### config.mk
export PLATFORM = sky130hd
export DESIGN_NAME = tg_timing_gen
export DESIGN_NICKNAME = d
export VERILOG_FILES = /design/src/rtl/tg_pkg.sv /design/src/rtl/tg_prescaler.sv /design/src/rtl/tg_pulse_shaper.sv /design/src/rtl/tg_drive_pair.sv /design/src/rtl/tg_conv_div.sv /design/src/rtl/tg_timing_gen.sv
export SDC_FILE = /design/constraint.sdc
export NUM_CORES = 1
export LEC_CHECK = 0
export ABC_CLOCK_PERIOD_IN_PS = 2000
export BUFFER_PORTS_ARGS = -buffer_cell sky130_fd_sc_hd__clkbuf_2
export CORE_MARGIN = 2
export CORE_UTILIZATION = 36
export CTS_BUF_LIST = sky130_fd_sc_hd__clkbuf_8
export CTS_CLUSTER_SIZE = 14
export DETAILED_ROUTE_END_ITERATION = 10
export RECOVER_POWER = 50
export SYNTH_ARGS = -nofsm -noshare
export SYNTH_HDL_FRONTEND = slang
export SYNTH_SLANG_ARGS = --single-unit
export TNS_END_PERCENT = 50
### constraint.sdc
create_clock -name clk -period 2 [get_ports clk]
set_input_delay 0.4 -clock clk [delete_from_list [all_inputs] [get_ports clk]]
set_output_delay 0.4 -clock clk [all_outputs]
set_load 0.03 [all_outputs]
### src/rtl/tg_pkg.sv
package tg_pkg;
  // One complementary drive pair: true and complement outputs
  typedef struct packed {
    logic q;
    logic qn;
  } drv_pair_t;

  localparam drv_pair_t DRV_PARKED = '{q: 1'b1, qn: 1'b1};

  // Indices of the drive pairs inside the generated array
  localparam int DRV_RF  = 0;
  localparam int DRV_HV  = 1;
  localparam int NUM_DRV = 2;
endpackage

### src/rtl/tg_prescaler.sv
module tg_prescaler #(
  parameter int SQ_DIV = 64
) (
  input  logic clk,
  input  logic rst,
  output logic wrap_o,   // counter is at its last value this cycle
  output logic sq_o
);
  localparam int CW   = (SQ_DIV > 1) ? $clog2(SQ_DIV) : 1;
  localparam int HALF = SQ_DIV / 2;
  localparam logic [CW-1:0] LAST   = CW'(SQ_DIV - 1);
  localparam logic [CW-1:0] HALF_C = CW'(HALF);

  logic [CW-1:0] cnt_q;
  logic [CW-1:0] cnt_nxt;
  logic          primed_q;
  logic          primed_nxt;
  logic          sq_q;

  assign wrap_o     = (cnt_q == LAST);
  assign cnt_nxt    = wrap_o ? '0 : cnt_q + 1'b1;
  assign primed_nxt = primed_q | wrap_o;

  always_ff @(posedge clk) begin
    if (rst) begin
      cnt_q    <= '0;
      primed_q <= 1'b0;
      sq_q     <= 1'b0;
    end else begin
      cnt_q    <= cnt_nxt;
      primed_q <= primed_nxt;
      sq_q     <= primed_nxt && (cnt_nxt < HALF_C);
    end
  end

  assign sq_o = sq_q;
endmodule

### src/rtl/tg_pulse_shaper.sv
module tg_pulse_shaper #(
  parameter int PULSE_CYC = 2
) (
  input  logic clk,
  input  logic rst,
  input  logic trig_i,
  output logic pulse_o
);
  localparam int RW = $clog2(PULSE_CYC + 1);
  localparam logic [RW-1:0] LOAD = RW'(PULSE_CYC - 1);

  logic [RW-1:0] rem_q;
  logic          pulse_q;

  always_ff @(posedge clk) begin
    if (rst) begin
      rem_q   <= '0;
      pulse_q <= 1'b0;
    end else if (trig_i) begin
      rem_q   <= LOAD;
      pulse_q <= 1'b1;
    end else if (rem_q != '0) begin
      rem_q   <= rem_q - 1'b1;
      pulse_q <= 1'b1;
    end else begin
      pulse_q <= 1'b0;
    end
  end

  assign pulse_o = pulse_q;
endmodule

### src/rtl/tg_drive_pair.sv
module tg_drive_pair
  import tg_pkg::*;
(
  input  logic      clk,
  input  logic      rst,
  input  logic      en_i,
  input  logic      edge_i,   // square-wave rising edge event
  output drv_pair_t drv_o
);
  drv_pair_t drv_q;
  logic      run_q;

  always_ff @(posedge clk) begin
    if (rst || !en_i) begin
      drv_q <= DRV_PARKED;
      run_q <= 1'b0;
    end else if (edge_i) begin
      if (!run_q) begin
        drv_q <= '{q: 1'b0, qn: 1'b1};
        run_q <= 1'b1;
      end else begin
        drv_q <= '{q: ~drv_q.q, qn: ~drv_q.qn};
      end
    end
  end

  assign drv_o = drv_q;
endmodule

### src/rtl/tg_conv_div.sv
module tg_conv_div #(
  parameter int CONV_DIV = 256
) (
  input  logic clk,
  input  logic rst,
  input  logic edge_i,
  output logic strobe_o
);
  localparam int PW = (CONV_DIV > 1) ? $clog2(CONV_DIV) : 1;
  localparam logic [PW-1:0] LAST = PW'(CONV_DIV - 1);

  logic [PW-1:0] per_q;
  logic          stb_q;

  always_ff @(posedge clk) begin
    if (rst) begin
      per_q <= '0;
      stb_q <= 1'b0;
    end else begin
      stb_q <= edge_i && (per_q == LAST);
      if (edge_i) per_q <= (per_q == LAST) ? '0 : per_q + 1'b1;
    end
  end

  assign strobe_o = stb_q;
endmodule

### src/rtl/tg_timing_gen.sv
module tg_timing_gen
  import tg_pkg::*;
#(
  parameter int SQ_DIV    = 64,
  parameter int PULSE_CYC = 2,
  parameter int CONV_DIV  = 256
) (
  input  logic clk,
  input  logic rst,
  input  logic rf_en_i,
  input  logic hv_en_i,
  output logic sq_o,
  output logic sync_o,
  output logic rf_q_o,
  output logic rf_qn_o,
  output logic hv_q_o,
  output logic hv_qn_o,
  output logic conv_o
);
  logic                    wrap;
  logic [NUM_DRV-1:0]      en_vec;
  drv_pair_t [NUM_DRV-1:0] drv_vec;

  tg_prescaler #(.SQ_DIV(SQ_DIV)) u_pre (
    .clk(clk), .rst(rst), .wrap_o(wrap), .sq_o(sq_o)
  );

  tg_pulse_shaper #(.PULSE_CYC(PULSE_CYC)) u_sync (
    .clk(clk), .rst(rst), .trig_i(wrap), .pulse_o(sync_o)
  );

  tg_conv_div #(.CONV_DIV(CONV_DIV)) u_conv (
    .clk(clk), .rst(rst), .edge_i(wrap), .strobe_o(conv_o)
  );

  assign en_vec[DRV_RF] = rf_en_i;
  assign en_vec[DRV_HV] = hv_en_i;

  for (genvar g = 0; g < NUM_DRV; g++) begin : g_drv
    tg_drive_pair u_pair (
      .clk(clk), .rst(rst), .en_i(en_vec[g]), .edge_i(wrap), .drv_o(drv_vec[g])
    );
  end

  assign rf_q_o  = drv_vec[DRV_RF].q;
  assign rf_qn_o = drv_vec[DRV_RF].qn;
  assign hv_q_o  = drv_vec[DRV_HV].q;
  assign hv_qn_o = drv_vec[DRV_HV].qn;
endmodule

==> summary.txt <==
Synthesis
  • EDFF count, synth: 0
  • Register area share after synthesis: 49.7%
  • Fraction of registers with async set/reset: 0%
  • Top cells by area, synth: dfxtp_1 50%, xor2_1 5.0%, nand2_1 3.9%, nand3_1 3.8%, nor3_1 3.8%
  • Count leader, synth: dfxtp_1
  • Post-Syn Instances: 115
  • Cell variety after synth: 27
  • Cell taking the most area after synthesis: dfxtp_1
  • Ys Warns: 0
  • Top FF cell, synth: dfxtp_1
  • Synth top cells by count: 26 x dfxtp_1, 11 x nand2_1, 10 x nor2_1
  • Synth top area share: 49.7%
  • Post-Syn Area: 0.00105 mm²
  • FF+latch count, synth: 26
  • Syn_area_per_cell: 9.11 µm²
  • Synthesized Nets: 122

Finish
  • Antenna fix cells: 0
  • Register Area: 520 µm²
  • Final #Nets: 133
  • Fill count: 282
  • Multi-input logic area: 488 µm²
  • P&R area growth vs syn: 12.2%
  • Share of layout cells above drive strength 1: 8.00%

Timing
  • Final setup viols: 0
  • Fmax: 593 MHz
  • Final setup TNS: 0 ns
  • Clk_skew: 0.00759 ns
  • Final Hold Viols: 0
  • Final worst-path cycle share: 84.4%
  • Final min period: 1.69 ns
  • Worst Tran Pin Value: 0.434 ns
  • Worst relative slew slack: 71.1%
  • Slew Limit Fails: 0
  • RSZ-0062 raised after global routing: no

Clocking
  • CTS tree: built
  • Post-CTS Hold Buffers: 0
  • H-Tree Level Count: 1
  • CTS Buf Count: 3
  • Worst skew pair latency: 0.27 ns
  • Max Buffers Root-to-Sink: 2
  • Clk pin slew, worst setup/hold paths: 0.09 ns
  • Root buf cell: clkbuf_8
  • Cts repair resizes: 0
  • CTS sink count: 26
  • Post-CTS setup buffers: 0

Drt
  • TritonRoute pass-1 iters: 4
  • Remaining design rule violation count: 0
  • Total vias in the final route: 830
  • Drt initial violations: 14
  • Via density: 5.32
  • Drt total wl: 1880 µm
  • Routed len/inst: 12.1 µm
  • Final ANT Viol Nets: 0

Global routing
  • Initial antenna violation count: 0
  • Met2 usage: 21.3%
  • Gr ovfl total: 0
  • Met1 Track Usage GR: 16.3%
  • GR Layer Usage met3: 3.13%
  • GRT Max-Usage Layer: met2
  • First-pass GRT wire length: 3450 µm
  • Pin count of the biggest net entering global routing: 23
  • GRT Util Overall: 13.6%
  • Vias in the first global route: 820

Status
  • Status: complete, no violations

Floorplanning
  • Die X: 57.9 µm
  • Core footprint: 0.00276 mm²
  • Initial core utilization: 38.0%
  • Num rows: 19
  • Die ar.: 0.00336 mm²
  • Io pins: 11
  • Die Y: 57.9 µm

Critical path
  • Worst EP required: 2.20 ns
  • R2r setup slk: 0.31 ns
  • Crit start category: register
  • CP Capture Type: register
  • Critical Path Slowest Stage Cell: dfxtp_1
  • Path depth of the worst reg2reg path: 5
  • Critical path class: register to register
  • Worst R2R Start: u_pre.cnt_q[0]$_SDFF_PP0_
  • WP buf/inv: 0
  • Max FO, Critical Path: 7
  • Terminus of the critical flop-to-flop path: u_conv.per_q[7]$_SDFFE_PP0P_
  • Arr. time, crit path: 1.89 ns
  • Critical path cell sequence: ha_1, and2_1, nand4_2, or3_1, a21oi_1
  • Cell family with most CP delay: simple AND/OR/NAND/NOR gates
  • Highest cell delay on the worst timing path: 0.40 ns

Pwr
  • Power per Cell Area: 934 mW/mm²
  • Static Leak: 0.430 nW
  • Tot Pwr: 1.10 mW
  • Max rail drop VDD: 0.484 mV

Min path
  • Hold_sp: rf_en_i
  • Cells on Worst Hold Path: 3
  • WHS Endpoint: g_drv[0].u_pair.drv_o[0]$_SDFFE_PP1P_
  • Hold Crit Class: primary input to register

Job
  • Number of max-cap violations: 0

Placed design
  • Hpwl dp: 1370 µm
  • PortBufs: 10
  • GP Congestion: 0.772
==> report_power, final <==
part / leakage (nW) / switching [mW] / internal (mW) / total (mW)
Combinational: 0.184 / 0.0667 / 0.0426 / 0.109
Clock: 0.0357 / 0.163 / 0.268 / 0.430
Sequential: 0.211 / 0.0140 / 0.544 / 0.558
==> metrics by stage <==
stage | setup slack [ns] | hold WS (ns) | area [µm²] | utilization (%) | instances
final | 0.313 | 0.426 | 1170 | 42.6 | 156
after global routing | 0.181 | 0.452 | 1170 | 42.6 | 156
after CTS | 0.327 | 0.422 | 1180 | 42.9 | 156
after detailed placement | 0.350 | 0.464 | 1110 | 40.3 | 152
after global placement | 0.434 | 0.436 | 1110 | 40.3 | 152
after floorplan | 0.548 | 0.427 | 1050 | - | 115
==> area by class of cell <==
type,instances,area share [%]
inverter,2,0.639
clock inverter,1,2.56
clock buffer,3,3.51
tap,31,3.30
timing repair buffer,11,4.15
sequential,26,44.3
multi-input combinational,82,41.5
==> cell families after synthesis <==
family	after synthesis	synth area share, %
compound gates	16	8.60
xor+xnor	10	8.36
fa+ha+maj	3	3.58
buf+inv	7	3.70
flops	26	49.7
simple gates	53	26.0
==> registers in the layout (all words and copies together), names as in the netlist <==
signal / count
u_pre.cnt_q: 6
u_sync.rem_q: 2
g_drv.u_pair.drv_o: 4
u_conv.per_q: 8
g_drv.u_pair.run_q: 2
u_pre.sq_o: 1
u_sync.pulse_o: 1
u_pre.primed_q: 1
u_conv.strobe_o: 1
==> metal layers <==
layer	vias to the layer above	wire, µm
li1	421	-
met1	390	898
met2	12	860
met3	7	57
met4	0	64
met5	-	0
==> how the worst max path moves through the flow <==
stage,to,cells after the start,from
3_5_place_dp,u_conv.per_q[7]$_SDFFE_PP0P_,5,u_pre.cnt_q[0]$_SDFF_PP0_
4_1_cts,u_conv.per_q[7]$_SDFFE_PP0P_,5,u_pre.cnt_q[0]$_SDFF_PP0_
3_3_place_gp,u_conv.per_q[7]$_SDFFE_PP0P_,5,u_pre.cnt_q[0]$_SDFF_PP0_
5_1_grt,u_conv.per_q[7]$_SDFFE_PP0P_,5,u_pre.cnt_q[0]$_SDFF_PP0_
6_report,u_conv.per_q[7]$_SDFFE_PP0P_,5,u_pre.cnt_q[0]$_SDFF_PP0_
2_1_floorplan,u_conv.per_q[7]$_SDFFE_PP0P_,6,u_pre.cnt_q[0]$_SDFF_PP0_
==> worst reg2reg max path: stages, from the launching register on <==
cell and delay, ns:
dfxtp_1 0.40, ha_1 0.30, and2_1 0.31, nand4_2 0.14, or3_1 0.32, a21oi_1 0.14
==> cell usage in the layout, fill, tap and decap left out, types with 4 or more instances in the layout <==
master and count:
nor2_1 10, clkbuf_1 7, a21oi_1 7, nand2_1 11, dfxtp_1 26, xor2_1 6
nand3_1 8, nand4_1 4, o21ai_0 5, xnor2_1 4, nor3_1 8
(Power assumes the default switching activity.)
